[src/rtl/twin_cam_pkg.sv]
package twin_cam_pkg;
  // Legality of a requested frame/exposure pair, in rows.
  function automatic logic pair_legal(input int unsigned a, input int unsigned b,
                                      input int unsigned min_rows);
    return (b >= 1) && (b + 2 < a) && (a >= min_rows);
  endfunction
endpackage

[src/rtl/twin_cam_row_timer.sv]
module twin_cam_row_timer #(
  parameter int ROW_CLKS = 846,
  parameter int ROW_W    = 10,
  localparam int COL_W   = (ROW_CLKS > 1) ? $clog2(ROW_CLKS) : 1
) (
  input  logic             clk,
  input  logic             rst,
  input  logic [ROW_W-1:0] frame_rows,
  output logic [COL_W-1:0] col,
  output logic [ROW_W-1:0] row,
  output logic             wrap
);
  localparam logic [COL_W-1:0] COL_LAST = COL_W'(ROW_CLKS - 1);

  logic row_end;
  assign row_end = (col == COL_LAST);
  assign wrap    = row_end && (row == frame_rows - 1'b1);

  always_ff @(posedge clk) begin
    if (rst) begin
      col <= '0;
      row <= '0;
    end else if (row_end) begin
      col <= '0;
      row <= wrap ? '0 : row + 1'b1;
    end else begin
      col <= col + 1'b1;
    end
  end


  row_in_frame_chk: assert property (@(posedge clk) disable iff (rst)
    row < frame_rows);
endmodule

[src/rtl/twin_cam_cfg_shadow.sv]
module twin_cam_cfg_shadow
  import twin_cam_pkg::*;
#(
  parameter int ROW_W          = 10,
  parameter int DEF_FRAME_ROWS = 638,
  parameter int DEF_EXP_ROWS   = 80,
  parameter int MIN_ROWS       = 482
) (
  input  logic             clk,
  input  logic             rst,
  input  logic             we,
  input  logic [ROW_W-1:0] req_a,
  input  logic [ROW_W-1:0] req_b,
  input  logic             wrap,
  output logic [ROW_W-1:0] act_a,
  output logic [ROW_W-1:0] act_b,
  output logic             err
);
  logic [ROW_W-1:0] pend_a, pend_b;
  logic             pend_v;
  logic             req_ok;

  assign req_ok = pair_legal(int'(req_a), int'(req_b), MIN_ROWS);

  always_ff @(posedge clk) begin
    if (rst) begin
      act_a  <= ROW_W'(DEF_FRAME_ROWS);
      act_b  <= ROW_W'(DEF_EXP_ROWS);
      pend_a <= ROW_W'(DEF_FRAME_ROWS);
      pend_b <= ROW_W'(DEF_EXP_ROWS);
      pend_v <= 1'b0;
      err    <= 1'b0;
    end else begin
      if (wrap && pend_v) begin
        act_a <= pend_a;
        act_b <= pend_b;
      end
      if (we && req_ok) begin
        pend_a <= req_a;
        pend_b <= req_b;
        pend_v <= 1'b1;
        err    <= 1'b0;
      end else begin
        if (wrap) pend_v <= 1'b0;
        if (we) err <= 1'b1;
      end
    end
  end


  active_hold_chk: assert property (@(posedge clk) disable iff (rst)
    !wrap |=> $stable(act_a) && $stable(act_b));

  active_legal_chk: assert property (@(posedge clk) disable iff (rst)
    (act_b >= 1) && ({1'b0, act_b} + 2 < {1'b0, act_a}));
endmodule

[src/rtl/twin_cam_strobe_gen.sv]
module twin_cam_strobe_gen #(
  parameter int ROW_CLKS = 846,
  parameter int ROW_W    = 10,
  localparam int COL_W   = (ROW_CLKS > 1) ? $clog2(ROW_CLKS) : 1
) (
  input  logic             clk,
  input  logic             rst,
  input  logic [COL_W-1:0] col,
  input  logic [ROW_W-1:0] row,
  input  logic [ROW_W-1:0] act_a,
  input  logic [ROW_W-1:0] act_b,
  output logic             exp_q,
  output logic             frm_q,
  output logic             line_q
);
  logic row_start;
  assign row_start = (col == '0);

  always_ff @(posedge clk) begin
    if (rst) begin
      exp_q  <= 1'b0;
      frm_q  <= 1'b0;
      line_q <= 1'b0;
    end else begin
      line_q <= row_start;
      frm_q  <= row_start && (row == act_a - 1'b1);
      exp_q  <= row_start && (row == act_a - act_b);
    end
  end

  generate
    if (ROW_CLKS > 1) begin : g_narrow

      line_single_chk: assert property (@(posedge clk) disable iff (rst)
        line_q |=> !line_q);
    end
  endgenerate
endmodule

[src/rtl/twin_cam_seq.sv]
module twin_cam_seq #(
  parameter int ROW_CLKS       = 846,
  parameter int ROW_W          = 10,
  parameter int DEF_FRAME_ROWS = 638,
  parameter int DEF_EXP_ROWS   = 80,
  parameter int HEIGHT_ROWS    = 480,
  parameter int WAIT_ROWS      = 2
) (
  input  logic             clk,
  input  logic             rst,
  input  logic             cfg_we,
  input  logic [ROW_W-1:0] cfg_frame_rows,
  input  logic [ROW_W-1:0] cfg_exp_rows,
  output logic             cfg_err,
  output logic             exp_stb,
  output logic             frm_stb,
  output logic             line_stb
);
  localparam int MIN_ROWS = HEIGHT_ROWS + WAIT_ROWS;
  localparam int COL_W    = (ROW_CLKS > 1) ? $clog2(ROW_CLKS) : 1;

  logic [COL_W-1:0] col;
  logic [ROW_W-1:0] row, act_a, act_b;
  logic             wrap;

  twin_cam_row_timer #(.ROW_CLKS(ROW_CLKS), .ROW_W(ROW_W)) u_timer (
    .clk(clk), .rst(rst), .frame_rows(act_a),
    .col(col), .row(row), .wrap(wrap));

  twin_cam_cfg_shadow #(
    .ROW_W(ROW_W), .DEF_FRAME_ROWS(DEF_FRAME_ROWS),
    .DEF_EXP_ROWS(DEF_EXP_ROWS), .MIN_ROWS(MIN_ROWS)
  ) u_cfg (
    .clk(clk), .rst(rst), .we(cfg_we), .req_a(cfg_frame_rows),
    .req_b(cfg_exp_rows), .wrap(wrap),
    .act_a(act_a), .act_b(act_b), .err(cfg_err));

  twin_cam_strobe_gen #(.ROW_CLKS(ROW_CLKS), .ROW_W(ROW_W)) u_stb (
    .clk(clk), .rst(rst), .col(col), .row(row),
    .act_a(act_a), .act_b(act_b),
    .exp_q(exp_stb), .frm_q(frm_stb), .line_q(line_stb));


  frame_on_row_start_chk: assert property (@(posedge clk) disable iff (rst)
    frm_stb |-> line_stb);

  exp_on_row_start_chk: assert property (@(posedge clk) disable iff (rst)
    exp_stb |-> line_stb);
endmodule

[config.mk]
export PLATFORM = sky130hd
export DESIGN_NAME = twin_cam_seq
export DESIGN_NICKNAME = d
export VERILOG_FILES = /design/src/rtl/twin_cam_pkg.sv /design/src/rtl/twin_cam_row_timer.sv /design/src/rtl/twin_cam_cfg_shadow.sv /design/src/rtl/twin_cam_strobe_gen.sv /design/src/rtl/twin_cam_seq.sv
export SDC_FILE = /design/constraint.sdc
export NUM_CORES = 1
export LEC_CHECK = 0
export BUFFER_PORTS_ARGS = -buffer_cell sky130_fd_sc_hd__buf_2
export CORE_UTILIZATION = 58
export DETAILED_ROUTE_END_ITERATION = 8
export GPL_ROUTABILITY_DRIVEN = 0
export PLACE_DENSITY_LB_ADDON = 0.08
export SYNTH_ARGS = -nofsm -noshare
export SYNTH_HDL_FRONTEND = slang
export SYNTH_SLANG_ARGS = --single-unit
[constraint.sdc]
create_clock -name clk -period 7 [get_ports clk]
set_clock_uncertainty 0.15 [all_clocks]
set_input_delay 0.35 -clock clk [delete_from_list [all_inputs] [get_ports clk]]
set_output_delay 0.35 -clock clk [all_outputs]
set_load 0.02 [all_outputs]
### Word-level counts from Yosys, hierarchy flattened

Cells that the tools add are included.

* output and inout bits: 4
* flip-flop bits (word level): 65
* input port bits: 23

* multiplexer cells: 3
* add/sub/neg operators: 5
* equal/unequal tests: 3
* reduce and logical (&&, ||, !) cells: 11
* magnitude comparators: 3

Operators by type and width (number)
* less-than comparator 32 x 10 -> 1 bit: 1
* adder 10 x 1 -> 10 bit (second input constant): 2
* == test 10 bit: 2
* adder 10 x 2 -> 11 bit (second input constant): 1
* == test 10 bit (second input constant): 1
* greater-or-equal comparator 10 x 1 -> 1 bit (second input constant): 1
* greater-or-equal comparator 10 x 9 -> 1 bit (second input constant): 1
* zero test 10 bit: 1
* 2-to-1 mux 10 bit: 1
* subtractor 10 x 1 -> 10 bit (second input constant): 1
* subtractor 10 bit: 1
* logical AND 1 bit: 7
* OR reduction 2 bit: 2
* 2-to-1 mux 1 bit: 2
* nonzero test 2 bit: 1

### Longest topological paths before layout

Gate-level depths: netlist (run 1).

* depth in word-level cells: 6
* mapped depth: 13
* gate-level depth less buffers: 12

### By module

From an unflattened synthesis (run 1), not the netlist that was laid out.

* cells, all modules: 506
* area, all modules: 4240.3 um^2

By module, submodules not included
* twin_cam_cfg_shadow: sequential area each 840.8 um^2, times used 1, area each 2060.7 um^2, cells an instance 238
* twin_cam_row_timer: sequential area each 400.4 um^2, times used 1, area each 1257.5 um^2, cells an instance 147
* twin_cam_strobe_gen: sequential area each 60.1 um^2, times used 1, area each 922.1 um^2, cells an instance 121

### Worst setup path after synthesis (run 1)

OpenSTA, ideal clock, no wires.

* kind: in2reg
* from: input port cfg_exp_rows[5]
* to: register u_cfg.pend_b[8]
* setup slack: 4.324 ns
* data required time: 6.790 ns
* stages: 12
* data arrival time: 2.466 ns
* buffers on the path: 1
* path through: and3_1 > nand3_1 > nor2_1 > xor2_1 > ha_1 > a21o_1 > a21oi_1 > nand3_1 > a41o_1 > a31oi_1 > buf_2 > o221a_1

* longest elaborated chain between the ends: 5
* elaborated cells between the ends (all ways): 6
* those cells by class: add/sub: 1; order compare: 2; reduce/logical: 3

Ends and longest elaborated chain
* start: declaration: RTL line twin_cam_seq.sv:13 `input logic [ROW_W-1:0] cfg_exp_rows,`
* adder 10 x 2 -> 11 bit: RTL line twin_cam_pkg.sv:5 `return (b >= 1) && (b + 2 < a) && (a >= min_rows);`
* less-than comparator 32 x 10 -> 1 bit: RTL line twin_cam_pkg.sv:5
* logical AND 1 bit * (2 in a row): RTL line twin_cam_pkg.sv:5
* logical AND 1 bit *: RTL line twin_cam_cfg_shadow.sv:38 `if (we && req_ok) begin`
* end signal: assignment: RTL line twin_cam_cfg_shadow.sv:30 `pend_b <= ROW_W'(DEF_EXP_ROWS);`
* end signal: assignment: RTL line twin_cam_cfg_shadow.sv:40 `pend_b <= req_b;`
* end: declaration: RTL line twin_cam_cfg_shadow.sv:19 `logic [ROW_W-1:0] pend_a, pend_b;`

Every way passes the cells marked *; elsewhere a longest branch is shown, timed or not.
A chain may end at the register's enable or synchronous reset.

### Final worst setup path (run 1)

* from: input port cfg_exp_rows[1]
* to: register u_cfg.pend_b[2]

The elaborated chain is that of the path after synthesis.

==> impl_results.md, run 1 <==
* Max-slew violation count at 0
* Final Critical Period at 2.969 ns
* Vias in the first global route at 2806
* GRT Util Overall at 0.2571
* P&R area growth vs syn at 9.198%
* CTS tree: done
* Ant diodes at 0
* Largest net degree at the start of global routing at 38
* Cells after synthesis at 437
* Syn avg cell area at 8.529 um2
* Num CTS Buffers at 9
* FF+latch count, synth at 65
* First-pass GRT wire length at 12990 um
* Initial antenna violation count at 0
* Clk slew on worst S/H paths at 0.07 ns
* CTS max path bufs at 2
* Critical Path RT at 7.12 ns
* Post-CTS Hold Fix Bufs at 0
* Clock latency on the worst-skew pair at 0.35 ns
* Final hold violations at 0
* Number of distinct library cells after synthesis at 42
* Via-to-Cell Ratio at 5.522
* Crit-path max FO at 14
* H-tree depth at 3
* Commonest cells after routing, fill and taps aside: 65 x dfxtp_1, 57 x nor2_1, 40 x nand2_1
* Crit path launch type: input port
* Routed wire length at roughly 7700 um
* Yosys Warn Count at 0
* Routed Antenna Nets at 0
* Drt drc at 0
* Clk root buf: clkbuf_8
* Die H at between 80 and 90 um
* Share of layout cells above drive strength 1 at 0.1037
* Min-Delay Path Class: input port to register
* Hpwl dp at between 5000 and 6000 um
* Final setup viols at 0
* Multi-input gate area at 2257 um2
* Starting Density at 0.6150
* Outcome: completed
* Die area at 6751 um2
* FILL cells at about 520
* Endpoint class of the critical path: register
* VDD IR-drop max at about 0.00017 V
* Initial DRT Pass Iterations at 4
* Primary FF master, synth: dfxtp_1
* Initial drt markers at 133
* Async SR Flop Fraction at 0
* Chip Width at 82.17 um
* PwrDens at around 180 nW/um2
* Max Fclk at 336.8 MHz
* Reg area at 1301 um2
* Vias at 2971
* DR WL/cell at 14.37 um
* Post-route clock period utilization at 0.4241
* Post-CTS setup buffer count at 0
* Final TNS setup at 0 ns
* Most common cell after layout, fill and taps aside: dfxtp_1
* IO Port Bufs at 26
* Post-synth EDFFs at 0
* CTS resizes at 0
* Rows at 28
* Slew at the pin closest to its max-slew limit at 1.027 ns
* Max-cap violations at 0
* Grt total ovfl at 0
* I/O pins at 27
* Final core utilization at 0.6716
* Slew HR at 0.3112
* Register area share after synthesis at 0.3491
* Crit Path Class: input port to register
* Final net count at 506
* Synthesized area at about 3700 um2
* Clk sink count at 65
* Mapped Nets at 485
* Pleak at 0.001805 uW
* Core area at 6061 um2
* RSZ-0062 raised after global routing: no
* Crit path DAT at 3.09 ns
==> Yosys cell counts, types with 8 or more instances <==
master,instances,share of area
nor2_1,57,0.057
o21ai_1,9,0.012
inv_1,26,0.026
mux2i_1,38,0.10
nand3_1,18,0.024
xnor2_1,25,0.059
dfxtp_1,65,0.35
nand2_1,40,0.040
ha_1,24,0.081
xor2_1,23,0.054
nor3_1,8,0.011
clkbuf_1,13,0.013
a21oi_1,10,0.013
==> routing by layer <==
layer	up-vias	routed length [um]	track usage
met5	-	0	0
met1	1400	3700	0.3022
met3	8	197	0.06593
li1	1532	-	-
met2	31	3773	0.4595
met4	0	59	0.07018
==> logic make-up (layout without fill, tap and decap cells) <==
logic type / Yosys count / count (layout) / synth area share
AO/OA/AOI/OAI: 46 / 46 / 0.08056
XOR/XNOR: 48 / 48 / 0.1128
adder cells (fa/ha/maj): 25 / 25 / 0.08594
buffers and inverters: 45 / 71 / 0.04699
flip-flops: 65 / 65 / 0.3491
multiplexers: 38 / 38 / 0.1020
AND/OR/NAND/NOR: 170 / 170 / 0.2226
==> stage by stage <==
step | cell area (um2) | cells | power (uW) | setup slack (ns) | hold slack, ns
after global routing | 4070 | 538 | 758.1 | 3.771 | 0.1392
after CTS | 4070 | 538 | 732.2 | 4.025 | 0.1212
final | 4070 | 538 | 727.9 | 4.031 | 0.1269
after global placement | 3899 | 522 | 454.8 | 3.778 | 0.2953
after detailed placement | 3899 | 522 | 456.3 | 3.673 | 0.3100
after floorplan | 3727 | 437 | 432.8 | 4.324 | 0.2789
==> path summary, 6_finish.rpt <==
path,start,endpoint,slack [ns],depth (start not counted)
worst max-delay path,cfg_exp_rows[1],u_cfg.pend_b[2],4.03,13
worst min-delay path,cfg_frame_rows[7],u_cfg.pend_a[7],0.13,3
worst max register to register,u_cfg.act_a[1],u_cfg.pend_v,4.13,9
worst min register to register,u_cfg.pend_a[7],u_cfg.pend_a[7],0.32,2
==> critical path, stage by stage <==
cell,delay [ns]
buf_2,0.14
and3_1,0.15
nand3_1,0.11
nor2_1,0.21
xor2_1,0.17
ha_1,0.27
a21o_1,0.16
a21oi_1,0.13
nand3_1,0.09
a41o_1,0.27
a31oi_2,0.46
buf_4,0.35
mux2i_1,0.23
==> sequential cells by signal, indices dropped and copies added, names as in the netlist, 10 cells and up <==
name / count
u_cfg.act_a: 10
u_timer.col: 10
u_cfg.pend_a: 10
u_cfg.act_b: 10
u_cfg.pend_b: 10
u_timer.row: 10
==> cell type report <==
class                   count  area share
multi-input cells         327      0.5546
inverters                  27     0.02490
clock inverters             7     0.01168
flip-flops and latches     65      0.3197
clock buffers               9     0.03043
repair buffers             28     0.03566
well taps                  75     0.02306
==> power by group <==
part	leakage, uW	total (uW)	switching, uW	internal, uW
Sequential	0.000527	385	6.00	379
Clock	0.0000850	280	153	127
Combinational	0.00119	62.7	37.1	25.6
Note: power is estimated with default switching activity, not from simulation.
==> inputs of run 2 (changes only) <==
--- a/config.mk
+++ b/config.mk
@@ -5,8 +5,9 @@
 export SDC_FILE = /design/constraint.sdc
 export NUM_CORES = 1
 export LEC_CHECK = 0
+export ABC_AREA = 1
 export BUFFER_PORTS_ARGS = -buffer_cell sky130_fd_sc_hd__buf_2
-export CORE_UTILIZATION = 58
+export CORE_UTILIZATION = 55
 export DETAILED_ROUTE_END_ITERATION = 8
 export GPL_ROUTABILITY_DRIVEN = 0
 export PLACE_DENSITY_LB_ADDON = 0.08
==> constraint.sdc (replaced) <==
create_clock -name clk -period 2.7 [get_ports clk]
set_clock_uncertainty 0.15 [all_clocks]
set_input_delay 0.135 -clock clk [delete_from_list [all_inputs] [get_ports clk]]
set_output_delay 0.135 -clock clk [all_outputs]
set_load 0.02 [all_outputs]
==> run 2 against run 1 <==
  * Via count rose by 33%
  * Sequential power rose to 2.6 times the previous value
  * Critical path depth rose by 4
  * Synthesized cell count rose by 43%
  * Core utilization fell by 0.72 points
  * Register-to-register slack got worse by 3.8 ns
  * Power rose to 3.1 times the previous value
  * Hold slack got worse by 0.077 ns
  * Worst setup slack got worse by 3.8 ns
  * Largest cell class unchanged
==> impl_results.md, run 2 <==
* Syn avg cell area at 6.570 um2 (-23%)
* FILL cells at 670 (+30%)
* Hold Path Origin: cfg_exp_rows[1]
* Cell taking the most area after synthesis: dfxtp_1
* Synth top area cells: dfxtp_1 32%, nand2_1 15%, inv_1 8.4%, ha_1 7.3%, nand3_1 7.2%
* Switch Pwr at 551.8 uW (+180%)
* Final setup viols at 0 (unchanged)
* Internal at 1696 uW (+220%)
* Core area at 7253 um2 (+20%)
* Clock Power Share at 0.462 (+0.077)
* Primary FF master, synth: dfxtp_1
* Clk slew on worst S/H paths at 0.07 ns (about the same)
* Largest net degree at the start of global routing at 32 (-16%)
* Chip Width at 88.41 um (+7.6%)
* Commonest cells after routing, fill and taps aside: 160 x nand2_1, 92 x inv_1, 72 x nor2_1
* Initial drt markers at 138 (+3.8%)
* Mux share of post-synthesis cell area at 0 (-0.1020)
* H-tree depth at 3 (unchanged)
* Simple-gate portion of the synthesized area at 0.3830 (+0.1604)
* Crit path launch type: input port
* Grt total ovfl at 0 (unchanged)
* CTS tree: done
* Max Fclk at just over 400 MHz
* Slew HR at 0.7067 (+0.3955)
* Pleak at 0.002366 uW (+31%)
* Routed wire length at 9738 um (+26%)
* Endpoint class of the critical path: register
* I/O pins at 27 (unchanged)
* DR WL/cell at 12.50 um (-13%)
* Critical Path RT at 2.77 ns (-4.35 ns)
* Die H at 88.41 um (+7.6%)
* Compound-gate portion of the synthesized area at 0.05728 (-0.02328)
* Clock latency on the worst-skew pair at 0.35 ns (about the same)
* Synthesized area at 4106 um2 (+10%)
* Final TNS setup at 0 ns (unchanged)
* Ant diodes at 0 (unchanged)
* Max-slew violation count at 0 (unchanged)
* Final Critical Period at between 2 and 2.5 ns
* P&R area growth vs syn at 17.34%
* GRT Util Overall at 0.2752 (+0.01805)
* Hold EP: u_cfg.pend_b[1]
* Flop2flop setup slack at 0.31 ns (-3.82 ns)
* Hpwl dp at 7211 um (+24%)
* Number of distinct library cells after synthesis at 34 (-19%)
* Num CTS Buffers at 9 (unchanged)
* Initial DRT Pass Iterations at 4 (unchanged)
* Post-place setup slack at 0.02085 ns (-3.652 ns)
* Yosys Warn Count at 0 (unchanged)
* First-pass GRT wire length at 16430 um (+26%)
* Outcome: completed
* Sw Ratio at 0.2455 (-0.02346)
* Mapped Nets at 673 (+39%)
* Max-cap violations at 0 (unchanged)
* Gr busiest metal: met2
* PwrDens at 466.5 nW/um2 (+160%)
* Die area at 7815 um2 (+16%)
* Cells after synthesis at 625 (+43%)
* Crit path launch: cfg_exp_rows[3]
* Clk sink count at 65 (unchanged)
* Routed Antenna Nets at 0 (unchanged)
* XOR/XNOR share of the synthesized area at 0.05484 (-0.05794)
* VDD IR-drop max at 0.0003290 V (+97%)
* Crit path DAT at 2.52 ns (-0.57 ns)
* Post-route clock period utilization at 0.9050
* Async SR Flop Fraction at 0 (unchanged)
* CTS max path bufs at 2 (unchanged)
* FF+latch count, synth at 65 (unchanged)
* Most common cell after layout, fill and taps aside: nand2_1
* Final hold violations at 0 (unchanged)
* RR Endpoint: u_timer.row[3]
* IO Port Bufs at 26 (unchanged)
* Crit Path Class: input port to register
* Worst R2R Path Depth at 13 (+4)
* Share of layout cells above drive strength 1 at 0.1132 (+0.009564)
* Synth top cells by count: 160 x nand2_1, 92 x inv_1, 73 x nor2_1
* Post-synth EDFFs at 0 (unchanged)
* GRT met1 Usage at 0.3324 (+0.03021)
* Crit-path max FO at 21 (+7)
* Vias in the first global route at 3720 (+33%)
* Hold depth at 3 (unchanged)
* Logic pwr share at 0.091 (+0.005)
* Min-Delay Path Class: input port to register
* Via-to-Cell Ratio at 5.085 (-7.9%)
* Slew at the pin closest to its max-slew limit at 0.4393 ns (-0.5875 ns)
* GR Util met3 at 0.04664 (-0.01929)
* Worst r2r src: u_cfg.act_a[1]
* Initial antenna violation count at 0 (unchanged)
* Drt drc at 0 (unchanged)
* Grt met2 use at 0.4713 (+0.01182)
* RSZ-0062 raised after global routing: no
* Largest family of logic cells by synthesized area: simple AND/OR/NAND/NOR gates
* Vias at 3961 (+33%)
* Most instantiated library cell after synthesis: nand2_1
* Clk root buf: clkbuf_8
* Final net count at 723 (+43%)
* Starting Density at 0.5662 (-0.04883)
* Final worst slack at 0.2565 ns (-3.775 ns)
* Rows at 31 (+11%)
* Post-synth top area share at 0.3169 (-0.03223)
* Post-synthesis adder-cell area fraction at 0.07800 (-0.007934)
* Register area share after synthesis at 0.3169 (-0.03223)
* Seq pwr share at 0.448 (-0.081)
## run 2: cell families (layout without fill, tap and decap cells)
kind of cell	Yosys count	count (layout)
flip-flops	65	65
buffers and inverters	115	170
AND/OR/NAND/NOR	352	352
XOR/XNOR	24	24
adder cells (fa/ha/maj)	25	25
AO/OA/AOI/OAI	44	44
## run 2: cell type report
class | instances | area (um2) | area share
Multi-Input combinational cell | 445 | 2366 | 0.4910
Sequential cell | 65 | 1301 | 0.2701
Timing Repair Buffer | 56 | 411.6 | 0.08543
Inverter | 98 | 367.9 | 0.07634
Clock buffer | 9 | 123.9 | 0.02571
Clock inverter | 7 | 123.9 | 0.02571
Tap cell | 99 | 123.9 | 0.02571
## run 2: worst max path at each step
| stage | endpoint | slack [ns] | cells after the start |
|---|---|---|---|
| floorplan | u_cfg.pend_b[7] | 0.44 | 16 |
| global placement | u_cfg.pend_a[8] | 0.17 | 15 |
| detailed placement | u_cfg.pend_b[1] | 0.02 | 15 |
| CTS | u_cfg.pend_b[1] | 0.05 | 15 |
| global route | u_cfg.pend_b[1] | 0.06 | 17 |
| finish | u_cfg.pend_b[1] | 0.26 | 17 |
## run 2: worst max-delay path, stage by stage
cell and delay, ns:
dlygate4sd3_1 0.53, buf_2 0.14, nand2_1 0.09, inv_1 0.06
nand4_1 0.10, xor2_1 0.15, inv_1 0.05, ha_1 0.30
nand2_1 0.09, nor2_1 0.06, a211oi_2 0.14, nand2_1 0.09
nand3_2 0.13, nand3_1 0.10, buf_6 0.18, nand3_1 0.08
o21ai_0 0.09
## run 2: power groups by stage
stage / clock network [uW] / logic, uW / registers, uW
after floorplan: 0 / 112 / 1020
after global placement: 0 / 168 / 1030
after detailed placement: 0 / 171 / 1030
after CTS: 1060 / 195 / 1010
after global routing: 1090 / 228 / 1010
final: 1040 / 204 / 1010
## run 2: through the flow
stage          total power (uW)  area, um2  cells  hold WS, ns  utilization
2_1_floorplan              1136       4106    625       0.1144            -
3_3_place_gp               1195       4337    741       0.2432       0.5979
3_5_place_dp               1199       4337    741       0.2571       0.5979
4_1_cts                    2264       4795    778      0.02931       0.6610
5_1_grt                    2331       4818    779      0.08209       0.6643
6_report                   2248       4818    779      0.04963       0.6643
## run 2: metal layers
layer  vias up  wire length [um]
met2        81              4663
met5         -                 0
li1       2097                 -
met1      1756              4454
met3        27               265
met4         0               355
## run 2: repair_timing
item                       4_1_cts  5_1_grt
gates resized for setup          0        4
setup endpoints to repair        0       22
hold buffers                    21        0
buffers inserted                 0        1
hold endpoints to repair        23        0
==> inputs of run 3 (changes only) <==
--- a/config.mk
+++ b/config.mk
@@ -7,10 +7,11 @@
 export LEC_CHECK = 0
 export ABC_AREA = 1
 export BUFFER_PORTS_ARGS = -buffer_cell sky130_fd_sc_hd__buf_2
-export CORE_UTILIZATION = 55
+export CORE_UTILIZATION = 56
 export DETAILED_ROUTE_END_ITERATION = 8
 export GPL_ROUTABILITY_DRIVEN = 0
 export PLACE_DENSITY_LB_ADDON = 0.08
 export SYNTH_ARGS = -nofsm -noshare
 export SYNTH_HDL_FRONTEND = slang
+export SYNTH_HIERARCHICAL = 1
 export SYNTH_SLANG_ARGS = --single-unit
==> run 3 against run 2 <==
  * Power fell by 6.8%
  * Cell count rose by 15%
  * Sequential share of layout area fell by 2.6 points
  * Critical endpoint is now u_cfg/act_a[0]
  * Largest power group is now sequential cells
==> impl_results.md, run 3 <==
* Initial DRT Pass Iterations at 6 (+2)
* CTS tree: done
* Post-route clock period utilization at 0.9224 (+0.01735)
* Clock latency on the worst-skew pair at 0.34 ns (about the same)
* Mapped Nets at 779 (+16%)
* Die H at 93.29 um (+5.5%)
* Slew HR at 0.4837 (-0.2231)
* Hold depth at 5 (+2)
* Num CTS Buffers at 9 (unchanged)
* Slew at the pin closest to its max-slew limit at 0.7737 ns (+0.3343 ns)
* FF+latch count, synth at 65 (unchanged)
* Cells after synthesis at 730 (+17%)
* Crit path launch type: register
* Max-slew violation count at 0 (unchanged)
* Initial drt markers at 210 (+52%)
* Endpoint class of the critical path: register
* Share of layout cells above drive strength 1 at 0.1620 (+0.04879)
* Hold EP: u_cfg/pend_b[0]
* Async SR Flop Fraction at 0 (unchanged)
* Hold Path Origin: cfg_exp_rows[0]
* Worst R2R Path Depth at 15 (+2)
* Outcome: completed
* RSZ-0062 raised after global routing: no
* Post-synth EDFFs at 0 (unchanged)
* Via-to-Cell Ratio at 5.103 (+0.36%)
* Syn avg cell area at 6.393 um2 (-2.7%)
* Vias at 4552 (+15%)
* Synthesized area at 4667 um2 (+14%)
* Commonest cells after routing, fill and taps aside: 192 x nand2_1, 109 x inv_1, 81 x nor2_1
* Max-cap violations at 0 (unchanged)
* Largest net degree at the start of global routing at 31 (-3.1%)
* DR WL/cell at 12.53 um (+0.27%)
* Die area at 8703 um2 (+11%)
* Most common cell after layout, fill and taps aside: nand2_1
* Routed wire length at 11180 um (+15%)
* Clk root buf: clkbuf_8
* Max Fclk at 401.5 MHz (-1.9%)
* Worst r2r src: u_cfg/act_a[0]
* Critical Path RT at 2.77 ns (about the same)
* Cell taking the most area after synthesis: dfxtp_1
* Final hold violations at 0 (unchanged)
* Hpwl dp at 8707 um (+21%)
* Synth top area cells: dfxtp_1 28%, nand2_1 16%, inv_1 8.8%, nand3_1 7.7%, ha_1 6.7%
* Pleak at 0.002650 uW (+12%)
* Final setup viols at 0 (unchanged)
* Min-Delay Path Class: input port to register
* Most instantiated library cell after synthesis: nand2_1
* Synth top cells by count: 193 x nand2_1, 109 x inv_1, 81 x nor2_1
* RR Endpoint: u_cfg/act_a[0]
* CTS max path bufs at 2 (unchanged)
* Final net count at 834 (+15%)
* Post-CTS setup buffer count at 0 (unchanged)
* Clk slew on worst S/H paths at 0.08 ns (about the same)
* Crit Path Class: register to register
* H-tree depth at 3 (unchanged)
* Routed Antenna Nets at 0 (unchanged)
* Final Critical Period at 2.490 ns (+0.04685 ns)
* Chip Width at 93.29 um (+5.5%)
* Yosys Warn Count at 6 (+6)
* Crit path DAT at 2.57 ns (+0.05 ns)
* IO Port Bufs at 26 (unchanged)
* P&R area growth vs syn at 14.24%
* Vias in the first global route at 4512 (+21%)
* Crit-path max FO at 12 (-43%)
* Drt drc at 0 (unchanged)
* Flop2flop setup slack at 0.21 ns (-0.10 ns)
* Clk sink count at 65 (unchanged)
* Final worst slack at 0.2096 ns (-0.04685 ns)
* Rows at 32 (+3.2%)
* Primary FF master, synth: dfxtp_1
* Post-synth top area share at 0.2788 (-0.03806)
* Starting Density at 0.5917 (+0.02553)
* Initial antenna violation count at 0 (unchanged)
* Grt total ovfl at 0 (unchanged)
* Core area at 7888 um2 (+8.7%)
* Number of distinct library cells after synthesis at 39 (+15%)
* Final TNS setup at 0 ns (unchanged)
* First-pass GRT wire length at 19310 um (+18%)
* I/O pins at 27 (unchanged)
* PwrDens at 393.0 nW/um2 (-16%)
* VDD IR-drop max at 0.0003469 V (+5.5%)
* Ant diodes at 0 (unchanged)
* Register area share after synthesis at 0.2788 (-0.03806)
* Post-place setup slack at 0.1654 ns (+0.1446 ns)
* GRT Util Overall at 0.2806 (+0.005418)
-- run 3: changes by cell type after synthesis, moves of 5 or more --
cell / change
a21oi_1: +13
buf_2: -5
nand3_1: +13
inv_1: +17
nor2_2: +14
nand2_2: +10
nor2_1: +8
nand4_1: -20
o21ai_0: -7
nand2_1: +33
xor2_1: +8
nand3_2: +7
-- run 3: routing by layer --
metal,part of all wire,global-route usage
met4,0.033,0.1410
met2,0.46,0.4786
met3,0.036,0.04797
met5,0,0
met1,0.47,0.3387
-- run 3: critical path, cell delays in order, from the launching register on --
cell and delay (ns):
dfxtp_2 0.39, inv_2 0.06, ha_1 0.23, inv_1 0.06, nand2_1 0.04, nand2_1 0.11, nor2_1 0.06, nor2_1 0.13
nand3_1 0.10, nor2_2 0.13, nand3_4 0.14, inv_1 0.10, nand2_1 0.20, buf_4 0.25, o21ai_0 0.18, nor2_1 0.06
-- run 3: through the flow --
step / cell area (um2) / hold WS, ns / total power, uW / cells / utilization
finish: 5331 / 0.01956 / 2095 / 892 / 0.6759
global route: 5331 / 0.04579 / 2191 / 892 / 0.6759
CTS: 5321 / 0.0006160 / 2110 / 892 / 0.6747
detailed placement: 4997 / 0.2012 / 1247 / 864 / 0.6336
global placement: 4997 / 0.1962 / 1240 / 864 / 0.6336
floorplan: 4667 / 0.05407 / 1179 / 730 / -
-- run 3: logic make-up after synthesis --
logic type      share of synthesized area
flops                              0.2788
buf+inv                            0.1115
fa+ha+maj                         0.07131
xor+xnor                          0.05818
simple gates                       0.4233
compound gates                    0.05684
-- run 3: final cells by class --
cell class / count / area (um2)
clock buffers: 10 / 137.6
clock inverters: 6 / 66.31
fillers: 717 / 2556
inverters: 118 / 442.9
multi-input cells: 533 / 2854
flip-flops and latches: 65 / 1303
well taps: 102 / 127.6
repair buffers: 58 / 400.4
-- run 3: report_power, final --
part	switching (uW)	internal, uW	leakage, uW
Combinational	141	95.3	0.00203
Clock	399	453	0.0000949
Sequential	18.3	989	0.000529
Total	558	1540	0.00265
-- run 3: repair_timing --
action	4_1_cts	5_1_grt
hold buffers	12	0
gates resized for setup	0	3
endpoints found under the setup margin	0	30
hold endpoints to repair	12	0
-- run 3: worst max-delay path by stage --
| stage | start | to | cells after the start |
|---|---|---|---|
| after detailed placement | u_cfg/act_a[0] | u_cfg/act_a[0] | 13 |
| after floorplan | u_cfg/act_a[0] | u_cfg/act_a[0] | 14 |
| after CTS | u_cfg/act_a[0] | u_cfg/act_a[0] | 15 |
| after global placement | u_cfg/act_a[0] | u_cfg/act_a[0] | 13 |
| final | u_cfg/act_a[0] | u_cfg/act_a[0] | 15 |
| after global routing | u_cfg/act_a[0] | u_cfg/act_a[0] | 15 |
